$ cat config.mk
export PLATFORM = sky130hd
export DESIGN_NAME = cfg_cpl_receiver
export DESIGN_NICKNAME = d
export VERILOG_FILES = /design/src/rtl/cplrx_pkg.sv /design/src/rtl/cplrx_poll_timer.sv /design/src/rtl/cplrx_lane_align.sv /design/src/rtl/cfg_cpl_receiver.sv
export SDC_FILE = /design/constraint.sdc
export NUM_CORES = 1
export LEC_CHECK = 0
export CORE_AREA = 2 2 89 91
export DETAILED_ROUTE_END_ITERATION = 16
export DIE_AREA = 0 0 91 93
export PLACE_DENSITY = 0.75
export SYNTH_ARGS = -nofsm -noshare
export SYNTH_HDL_FRONTEND = slang
export SYNTH_HIERARCHICAL = 1
export SYNTH_SLANG_ARGS = --single-unit
$ cat constraint.sdc
create_clock -name clk -period 2.2 [get_ports clk]
set_input_delay 0.44 -clock clk [delete_from_list [all_inputs] [get_ports clk]]
set_output_delay 0.44 -clock clk [all_outputs]
set_load 0.05 [all_outputs]
$ cat src/rtl/cplrx_pkg.sv
package cplrx_pkg;

    typedef enum logic [1:0] {
        RES_OK      = 2'd0,
        RES_CPL_ERR = 2'd1,
        RES_TIMEOUT = 2'd2
    } cpl_result_e;

    typedef enum logic [1:0] {
        ST_IDLE,
        ST_SAMPLE,
        ST_GAP,
        ST_DONE
    } rx_state_e;

    localparam int FLAG_SOP = 0;
    localparam int FLAG_EOP = 1;

    localparam logic [1:0] SZ_BYTE = 2'd0;
    localparam logic [1:0] SZ_HALF = 2'd1;

    localparam int WORD_W = 32;
    localparam int STAT_W = 3;

endpackage

$ cat src/rtl/cplrx_poll_timer.sv
module cplrx_poll_timer #(
    parameter int POLL_GAP  = 4,
    parameter int MAX_POLLS = 500
) (
    input  logic clk,
    input  logic rst_n,
    input  logic restart,
    input  logic poll_tick,
    input  logic in_gap,
    output logic last_poll,
    output logic gap_over
);

    localparam int PCNT_W = (MAX_POLLS > 2) ? $clog2(MAX_POLLS) : 1;

    logic [PCNT_W-1:0] poll_cnt;

    always_ff @(posedge clk) begin
        if (!rst_n || restart) begin
            poll_cnt <= '0;
        end else if (poll_tick && !last_poll) begin
            poll_cnt <= poll_cnt + 1'b1;
        end
    end

    assign last_poll = (poll_cnt == PCNT_W'(MAX_POLLS - 1));

    a_r8_poll_bound: assert property (@(posedge clk) disable iff (!rst_n)
        poll_cnt <= PCNT_W'(MAX_POLLS - 1));

    generate
        if (POLL_GAP > 1) begin : g_gap
            localparam int GAP_W = (POLL_GAP > 2) ? $clog2(POLL_GAP - 1) : 1;
            logic [GAP_W-1:0] gap_cnt;

            always_ff @(posedge clk) begin
                if (!rst_n || restart) begin
                    gap_cnt <= '0;
                end else if (poll_tick) begin
                    gap_cnt <= GAP_W'(POLL_GAP - 2);
                end else if (in_gap && gap_cnt != '0) begin
                    gap_cnt <= gap_cnt - 1'b1;
                end
            end

            assign gap_over = (gap_cnt == '0);

            // the spacing counter never counts past its load value
            a_r9_gap_bound: assert property (@(posedge clk) disable iff (!rst_n)
                gap_cnt <= GAP_W'(POLL_GAP - 2));
        end else begin : g_nogap
            logic unused_gap;
            assign unused_gap = in_gap;
            assign gap_over   = 1'b1;
        end
    endgenerate

endmodule

$ cat src/rtl/cplrx_lane_align.sv
module cplrx_lane_align
    import cplrx_pkg::*;
(
    input  logic [WORD_W-1:0] word_in,
    input  logic [1:0]        size,
    input  logic [1:0]        lane,
    output logic [WORD_W-1:0] word_out
);

    logic [WORD_W-1:0] by_byte;
    logic [WORD_W-1:0] by_half;

    always_comb begin
        by_byte = word_in >> {lane, 3'b000};
        by_half = word_in >> {lane[1], 4'b0000};
        case (size)
            SZ_BYTE: word_out = {{(WORD_W-8){1'b0}},  by_byte[7:0]};
            SZ_HALF: word_out = {{(WORD_W-16){1'b0}}, by_half[15:0]};
            default: word_out = word_in;
        endcase
    end

endmodule

$ cat src/rtl/cfg_cpl_receiver.sv
module cfg_cpl_receiver
    import cplrx_pkg::*;
#(
    parameter int POLL_GAP  = 4,
    parameter int MAX_POLLS = 500,
    parameter int STAT_LSB  = 12
) (
    input  logic        clk,
    input  logic        rst_n,
    input  logic        req_start,
    input  logic [1:0]  req_size,
    input  logic [1:0]  req_lane,
    input  logic [1:0]  rx_flags,
    input  logic [31:0] rx_lo,
    input  logic [31:0] rx_hi,
    output logic        rx_pop,
    output logic        done,
    output logic [1:0]  result,
    output logic [31:0] rdata
);

    localparam logic [STAT_W-1:0] STAT_INIT = '1;
    localparam bit HAS_GAP = (POLL_GAP > 1);

    rx_state_e         state, state_nx;
    logic              sop_seen;
    logic [STAT_W-1:0] stat_q;
    logic [1:0]        size_q, lane_q;
    cpl_result_e       res_q;
    logic [WORD_W-1:0] data_q;

    logic              take, has_sop, has_eop;
    logic [STAT_W-1:0] eff_stat;
    logic              accept, poll_tick, last_poll, gap_over;
    logic [WORD_W-1:0] aligned;
    logic              unused_hi;

    assign unused_hi = ^rx_hi;

    // beat decode for the sampling cycle
    always_comb begin
        take      = (state == ST_SAMPLE) && ((rx_flags != 2'b00) || sop_seen);
        has_sop   = take && rx_flags[FLAG_SOP];
        has_eop   = take && rx_flags[FLAG_EOP];
        eff_stat  = has_sop ? rx_hi[STAT_LSB +: STAT_W] : stat_q;
        accept    = (state == ST_IDLE) && req_start;
        poll_tick = (state == ST_SAMPLE) && !has_eop;
    end

    cplrx_poll_timer #(
        .POLL_GAP  (POLL_GAP),
        .MAX_POLLS (MAX_POLLS)
    ) u_timer (
        .clk       (clk),
        .rst_n     (rst_n),
        .restart   (accept),
        .poll_tick (poll_tick),
        .in_gap    (state == ST_GAP),
        .last_poll (last_poll),
        .gap_over  (gap_over)
    );

    cplrx_lane_align u_align (
        .word_in  (rx_lo),
        .size     (size_q),
        .lane     (lane_q),
        .word_out (aligned)
    );

    always_comb begin
        state_nx = state;
        unique case (state)
            ST_IDLE:   if (req_start) state_nx = ST_SAMPLE;
            ST_SAMPLE: begin
                if (has_eop || last_poll) state_nx = ST_DONE;
                else if (HAS_GAP)         state_nx = ST_GAP;
                else                      state_nx = ST_SAMPLE;
            end
            ST_GAP:    if (gap_over) state_nx = ST_SAMPLE;
            ST_DONE:   state_nx = ST_IDLE;
        endcase
    end

    // state register
    always_ff @(posedge clk) begin
        if (!rst_n) state <= ST_IDLE;
        else        state <= state_nx;
    end

    // request context and completion capture
    always_ff @(posedge clk) begin
        if (!rst_n) begin
            sop_seen <= 1'b0;
            stat_q   <= STAT_INIT;
            size_q   <= '0;
            lane_q   <= '0;
            res_q    <= RES_OK;
            data_q   <= '0;
        end else if (accept) begin
            sop_seen <= 1'b0;
            stat_q   <= STAT_INIT;
            size_q   <= req_size;
            lane_q   <= req_lane;
        end else if (state == ST_SAMPLE) begin
            if (has_sop) begin
                sop_seen <= 1'b1;
                stat_q   <= eff_stat;
            end
            if (has_eop) begin
                res_q  <= (eff_stat != '0) ? RES_CPL_ERR : RES_OK;
                data_q <= (eff_stat != '0) ? '0 : aligned;
            end else if (last_poll) begin
                res_q  <= RES_TIMEOUT;
                data_q <= '0;
            end
        end
    end

    // outputs
    always_comb begin
        rx_pop = take;
        done   = (state == ST_DONE);
        result = res_q;
        rdata  = data_q;
    end

    a_r13_done_single: assert property (@(posedge clk) disable iff (!rst_n)
        done |=> !done);

    a_r3_no_pop_on_done: assert property (@(posedge clk) disable iff (!rst_n)
        done |-> !rx_pop);

    a_r6_fail_data_zero: assert property (@(posedge clk) disable iff (!rst_n)
        (done && result != RES_OK) |-> (rdata == '0));

    a_r7_ok_needs_sop: assert property (@(posedge clk) disable iff (!rst_n)
        (done && result == RES_OK) |-> sop_seen);

    a_r10_byte_clean: assert property (@(posedge clk) disable iff (!rst_n)
        (done && result == RES_OK && size_q == SZ_BYTE) |-> (rdata[31:8] == '0));

    a_r11_half_clean: assert property (@(posedge clk) disable iff (!rst_n)
        (done && result == RES_OK && size_q == SZ_HALF) |-> (rdata[31:16] == '0));

    a_r2_start_from_idle: assert property (@(posedge clk) disable iff (!rst_n)
        (state == ST_IDLE && !req_start) |=> !rx_pop);

endmodule

==> out/qor.yml, run 1 <==
critical_path:
  r2r_cells: 7
  cp-startpoint: "u_timer/poll_cnt[0]$_SDFFE_PP0P_"
  cp_max_fo: 32
  r2r_end: "rdata[10]$_SDFFE_PN0P_"
  crit_path_end_kind: "flip-flop"
  r2r-start: "u_timer/poll_cnt[0]$_SDFFE_PP0P_"
  arrival_ns: 2.18
  crit_end: "rdata[10]$_SDFFE_PN0P_"
  worst_ep_required_time_ns: 2.41
  r2r_slack_ns: 0.23
  crit_path_start_kind: "flip-flop"
  worstSetupPathType: "reg2reg"
global_routing:
  grt_first_pass_wirelength_mm: 10.8
  use_met1: 0.210
  met2_usage: 0.257
  grt_usage: 0.160
  antenna_found_initial: 0
  grt_max_degree: 33
  use_met3: 0.0355
  top_usage_layer: "met2"
  grt_pass1_vias: 2180
  overflow: 0
timing:
  finalHoldViolCount: 0
  drv_slew: 0
  setup_violations: 0
  fin_crit_sh: 0.894
  fin_crit_ns: 1.97
  rsz0062_at_grt: "no"
  fmax_mhz: 508
  worst_pin_slew_ns: 0.539
  slew_headroom: 0.638
  skew_ns: 0.00524
clock_tree:
  clk_latency_ns: 0.31
  cts_tree: "done"
  cts-root-buf: "clkbuf_8"
  clk_pin_slew_ns: 0.10
  htreeDepth: 2
  cts_sinks: 55
  numCtsBuffers: 5
  holdBufCountCts: 0
  cts.path.max_buffers: 2
logic_synthesis:
  synthAdderAreaFrac: 0.00971
  netlist_instances: 262
  synth_area_um2: 2580
  synth_top_family_by_area: "compound AO/OA/AOI/OAI gates"
  synth_seq_area_share: 0.427
  synthMuxAreaShare: 0.0665
  avgSynthCellArea_um2: 9.83
  synth_warnings: 6
  yosysTopAreaCellShare: 0.427
  synthSimpleGateAreaFrac: 0.201
  synth_compound_area_frac: 0.238
  syn_nets: 337
  synthTopCellsByArea: "dfxtp_1, a22o_1, mux2i_1, and2_1, nand2_1"
  ys.flop_type: "dfxtp_1"
  yosysTopAreaCell: "dfxtp_1"
  async_flop_share: 0
  synth.distinct_cells: 53
  synth-edff-count: 0
  ys_seq_elements: 55
  synthXorXnorAreaFrac: 0.0102
placed_design:
  gp_congestion: 0.825
  hpwl_mm: 4.96
  place_inst: 440
  placed_area_um2: 3500
  portBuffers: 79
power_and_ir_drop:
  irDropWorstVdd_mv: 0.267
  leakagePower_nw: 1.34
  totalPowerFinal_w: 0.00218
  powerDensity_nw_per_um2: 598
layout:
  area_growth_pct: 41.3
  final_cell_area_um2: 3640
  finalNetCount: 420
  drive_above_1_share: 0.110
  insertedDiodeCount: 0
  instances_no_fill: 448
  post-route-util: 0.484
detailed_routing:
  initialDrtViolationCount: 117
  drc: 0
  wire_per_inst_um: 15.1
  ant_nets: 0
  drtPass1Iterations: 4
  finalWirelength_mm: 6.75
  vias_per_cell: 4.95
  num_vias: 2216
die:
  core_area_um2: 7530
  die_w_um: 91
  dieArea_um2: 8460
  initial_utilization: 0.342
  design.portCount: 109
  die_h_um: 93
  fp-row-count: 32
run_status:
  outcome: "finished, final reports clean"
flow_run:
  max_cap_viol_count: 0
hold_path:
  hp-start: "sop_seen$_SDFFE_PP0P_"
  hold_path_class: "reg2reg"
-- stage by stage --
| step | setup TNS [ns] | setup slack (ns) | hold slack [ns] |
|---|---|---|---|
| global placement | -0.0498 | -0.00610 | 0.449 |
| floorplan | 0 | 0.307 | 0.435 |
| global route | 0 | 0.0830 | 0.488 |
| finish | 0 | 0.232 | 0.463 |
| detailed placement | -1.12 | -0.0524 | 0.453 |
| CTS | 0 | 0.123 | 0.470 |
-- cell type report --
class	count	area (um2)
fill	710	3890
clock buffer	5	68.8
timing repair buffer	89	886
multi-input combinational	186	1360
inverter	8	30.0
sequential	55	1100
tap	102	128
clock inverter	3	67.6
-- logic make-up (layout without fill, tap and decap cells) --
kind of cell               count (synthesis)  count (layout)
and+or+nand+nor                           91              91
AOI/OAI and AO/OA                         73              73
DFF                                       55              55
buffers and inverters                     21             105
muxes                                     17              17
xor gates and xnor gates                   3               3
adders and majority gates                  2               2
-- cells in the final DEF, fill, tap and decap left out, types with 2 or more instances in the layout --
| cell | synthesis | layout |
|---|---|---|
| a22o_2 | 4 | 4 |
| nor2b_1 | 4 | 4 |
| nand4_1 | 2 | 2 |
| nand2_1 | 20 | 20 |
| mux2i_1 | 16 | 16 |
| nand3b_1 | 2 | 2 |
| buf_4 | 0 | 10 |
| clkdlybuf4s50_1 | 0 | 77 |
| a21oi_1 | 8 | 8 |
| inv_1 | 7 | 7 |
| a211o_1 | 2 | 2 |
| ha_1 | 2 | 2 |
| buf_12 | 0 | 2 |
| clkbuf_8 | 0 | 5 |
| or3_1 | 4 | 4 |
| a221o_1 | 5 | 5 |
| nand2b_1 | 5 | 5 |
| nor2_1 | 20 | 20 |
| a211oi_1 | 2 | 2 |
| o21ai_0 | 10 | 10 |
| xor2_1 | 2 | 2 |
| a22o_1 | 31 | 31 |
| dfxtp_1 | 55 | 55 |
| bufinv_16 | 0 | 2 |
| nor3_1 | 2 | 2 |
| and2_1 | 17 | 17 |
-- routing by layer --
layer / up-vias / part of all wire
met5: - / 0
met4: 0 / 0.023
met3: 11 / 0.044
met2: 58 / 0.47
met1: 1021 / 0.46
li1: 1126 / -
-- what timing repair did --
action	CTS	global route
setup buffers	0	0
endpoints found under the setup margin	0	32
resized for setup	0	1
endpoints found under the hold margin	0	0
-- where the power goes --
part / leakage, nW / switching [W] / total (W) / internal [W]
clock network: 0.0644 / 0.000344 / 0.000798 / 0.000454
registers: 0.444 / 0.0000258 / 0.00104 / 0.00101
logic: 0.834 / 0.000162 / 0.000341 / 0.000180
total: 1.34 / 0.000532 / 0.00218 / 0.00165
-- critical path: stages, from the launching register on --
cell	delay [ns]
dfxtp_1	0.44
ha_1	0.25
nand2_1	0.12
nor4_2	0.26
nor2_1	0.13
o21a_1	0.19
buf_4	0.24
a22o_2	0.24
-- cell usage after synthesis (2+ instances only) --
| library cell | count |
|---|---|
| nor2b_1 | 4 |
| or3_1 | 4 |
| o21ai_0 | 10 |
| a22o_1 | 31 |
| and2_1 | 17 |
| nand4_1 | 2 |
| nand2b_1 | 5 |
| nand3b_1 | 2 |
| mux2i_1 | 16 |
| dfxtp_1 | 55 |
| nor3_1 | 2 |
| a211o_1 | 2 |
| ha_1 | 2 |
| nor2_1 | 20 |
| buf_6 | 4 |
| a22o_2 | 4 |
| xor2_1 | 2 |
| a21oi_1 | 8 |
| clkbuf_1 | 7 |
| a211oi_1 | 2 |
| nand2_1 | 20 |
| inv_1 | 7 |
| nor4_1 | 2 |
| a221o_1 | 5 |
-- flip-flops by register name, summed over array words and instances, names as in the netlist --
name and cells:
rdata 32, lane_q 2, stat_q 3, sop_seen 1, u_timer/g_gap.gap_cnt 2, u_timer/poll_cnt 9, result 2, size_q 2
state 2
-- worst min path at each step --
stage / slack (ns) / end / cells past startpoint
after global placement: 0.45 / sop_seen$_SDFFE_PP0P_ / 2
after global routing: 0.49 / sop_seen$_SDFFE_PP0P_ / 2
after floorplan: 0.43 / sop_seen$_SDFFE_PP0P_ / 2
final: 0.46 / sop_seen$_SDFFE_PP0P_ / 2
after CTS: 0.47 / sop_seen$_SDFFE_PP0P_ / 2
after detailed placement: 0.45 / rdata[23]$_SDFFE_PN0P_ / 1
Power figures use the tool's default switching activity.
==> run 2: changes to the inputs <==
--- a/config.mk
+++ b/config.mk
@@ -5,6 +5,7 @@
 export SDC_FILE = /design/constraint.sdc
 export NUM_CORES = 1
 export LEC_CHECK = 0
+export CAP_MARGIN = 20
 export CORE_AREA = 2 2 89 91
 export DETAILED_ROUTE_END_ITERATION = 16
 export DIE_AREA = 0 0 91 93
==> results of run 2 <==
No change in the layout: final DEF, timing and power equal those of run 1.
==> run 3: changes to the inputs <==
--- a/config.mk
+++ b/config.mk
@@ -5,11 +5,12 @@
 export SDC_FILE = /design/constraint.sdc
 export NUM_CORES = 1
 export LEC_CHECK = 0
-export CAP_MARGIN = 20
+export CAP_MARGIN = 25
 export CORE_AREA = 2 2 89 91
 export DETAILED_ROUTE_END_ITERATION = 16
 export DIE_AREA = 0 0 91 93
-export PLACE_DENSITY = 0.75
+export HOLD_SLACK_MARGIN = 0.02
+export PLACE_DENSITY_LB_ADDON = 0.12
 export SYNTH_ARGS = -nofsm -noshare
 export SYNTH_HDL_FRONTEND = slang
 export SYNTH_HIERARCHICAL = 1
==> run 3 against run 2 <==
Net effect:
- non-clock buffer count did not move
- worst setup slack improved by 0.0048 ns
- critical endpoint is now rdata[26]
- final cell count did not move
- power fell by 11%
- maximum frequency rose by 0.25%
- flip-flop and latch count did not move
==> out/qor.yml, run 3 (synthesis results as in run 1) <==
clock_tree:
  cts_post_setup_buffers_inserted: 0  # unchanged
  htreeDepth: 2  # unchanged
  cts_sinks: 55  # unchanged
  cts-root-buf: "clkbuf_8"
  cts.path.max_buffers: 2  # unchanged
  clk_latency_ns: 0.31  # about the same
  numCtsBuffers: 5  # unchanged
  cts_tree: "done"
  clk_pin_slew_ns: 0.10  # about the same
  holdBufCountCts: 0  # unchanged
  post_cts_resize_count: 0  # unchanged
critical_path:
  cpMaxStageDelayCell: "clkdlybuf4s50_1"
  worstSetupPathDepth: 1  # -6
  r2r-start: "u_timer/poll_cnt[0]$_SDFFE_PP0P_"
  crit_path_start_kind: "flip-flop"
  worstPathCellList: "clkdlybuf4s50_1"
  worst_ep_required_time_ns: 1.76  # -0.65 ns
  arrival_ns: 1.52  # -0.66 ns
  max_stage_delay_ns: 0.82  # +0.38 ns
  worstSetupPathType: "reg2out"
  cp_top_family: "buffers and inverters"
  crit_end: "rdata[26]"
  cp-startpoint: "rdata[26]$_SDFFE_PN0P_"
  r2r_slack_ns: 0.26  # +0.03 ns
  path_buf_inv: 1  # unchanged
  r2r_cells: 7  # unchanged
  crit_path_end_kind: "output port"
  r2r_end: "rdata[10]$_SDFFE_PN0P_"
  cp_max_fo: 2  # -94%
detailed_routing:
  drtPass1Iterations: 4  # unchanged
  num_vias: 2270  # +2.4%
  drc: 0  # unchanged
  vias_per_cell: 5.07  # +2.4%
  finalWirelength_mm: 6.75  # about the same
  wire_per_inst_um: 15.1  # about the same
  initialDrtViolationCount: 108  # -7.7%
  ant_nets: 0  # unchanged
die:
  die_h_um: 93  # unchanged
  fp-row-count: 32  # unchanged
  design.portCount: 109  # unchanged
  initial_utilization: 0.342  # unchanged
  dieArea_um2: 8460  # unchanged
  core_area_um2: 7530  # unchanged
  die_w_um: 91  # unchanged
global_routing:
  grt_pass1_vias: 2174  # -0.28%
  grt_max_degree: 33  # unchanged
  antenna_found_initial: 0  # unchanged
  grt_usage: 0.160  # +0.000207
  overflow: 0  # unchanged
  grt_first_pass_wirelength_mm: 10.8  # -0.25%
flow_run:
  max_cap_viol_count: 0  # unchanged
layout:
  final_cell_area_um2: 3590  # -1.3%
  final_cell_mix: "clkdlybuf4s50_1, dfxtp_1, a22o_1"
  largest_reg_flops: 32  # unchanged
  finalNetCount: 420  # unchanged
  instances_no_fill: 448  # unchanged
  drive_above_1_share: 0.101  # -0.00867
  insertedDiodeCount: 0  # unchanged
  area_growth_pct: 39.4
  layout_commonest_cell: "clkdlybuf4s50_1"
placed_design:
  dp_slack_ns: 0.0112  # +0.0636 ns
  portBuffers: 79  # unchanged
  placed_area_um2: 3510  # +0.36%
  hpwl_mm: 4.91  # -1.0%
  gp_congestion: 0.805  # -2.4%
  place_inst: 440  # unchanged
run_status:
  outcome: "finished, final reports clean"
timing:
  setup_ws_ns: 0.237  # +0.00483 ns
  skew_ns: 0.0111  # +0.00587 ns
  finalHoldWorstSlack_ns: 0.465  # +0.00245 ns
  worst_pin_slew_ns: 0.569  # +0.0292 ns
  drv_slew: 0  # unchanged
  rsz0062_at_grt: "no"
  fmax_mhz: 509  # +0.25%
  finalHoldViolCount: 0  # unchanged
  finalSetupTns_ns: 0  # unchanged
  slew_headroom: 0.619  # -0.0196
  fin_crit_sh: 0.892  # -0.00219
  setup_violations: 0  # unchanged
  fin_crit_ns: 1.96  # -0.00483 ns
power_and_ir_drop:
  irDropWorstVdd_mv: 0.234  # -12%
  leakagePower_nw: 1.32  # -1.3%
  powerDensity_nw_per_um2: 539  # -9.8%
hold_path:
  hold_path_class: "reg2reg"
==> run 3: cell type report <==
type | instances | area (um2)
Inverter | 8 | 30.0
Fill cell | 748 | 3940
Clock buffer | 7 | 76.3
Multi-Input combinational cell | 186 | 1350
Tap cell | 102 | 128
Timing Repair Buffer | 89 | 898
Clock inverter | 1 | 5.00
Sequential cell | 55 | 1100
==> run 3: worst min path at each step <==
stage                     startpoint                    end  slack, ns  cells past startpoint
4_1_cts        sop_seen$_SDFFE_PP0P_  sop_seen$_SDFFE_PP0P_       0.47                      2
2_1_floorplan  sop_seen$_SDFFE_PP0P_  sop_seen$_SDFFE_PP0P_       0.43                      2
6_report       sop_seen$_SDFFE_PP0P_  sop_seen$_SDFFE_PP0P_       0.47                      2
3_5_place_dp   sop_seen$_SDFFE_PP0P_  sop_seen$_SDFFE_PP0P_       0.45                      2
3_3_place_gp   sop_seen$_SDFFE_PP0P_  sop_seen$_SDFFE_PP0P_       0.45                      2
5_1_grt        rdata[3]$_SDFFE_PN0P_  rdata[3]$_SDFFE_PN0P_       0.50                      1
==> run 3: layer usage <==
metal,up-vias,share of wire,track usage
li1,1126,-,-
met1,1080,0.48,0.223
met2,59,0.46,0.252
met3,5,0.044,0.0274
met4,0,0.0095,0.0530
met5,-,0,0
==> run 3: metrics by stage <==
| stage | power (W) | utilization |
|---|---|---|
| floorplan | 0.00125 | - |
| global placement | 0.00140 | 0.466 |
| detailed placement | 0.00141 | 0.466 |
| CTS | 0.00197 | 0.477 |
| global route | 0.00202 | 0.477 |
| finish | 0.00194 | 0.477 |
==> run 3: where the power goes <==
part           total (W)  switching [W]  internal, W
registers        0.00103      0.0000226      0.00101
clock network   0.000555       0.000330     0.000225
logic           0.000348       0.000165     0.000183
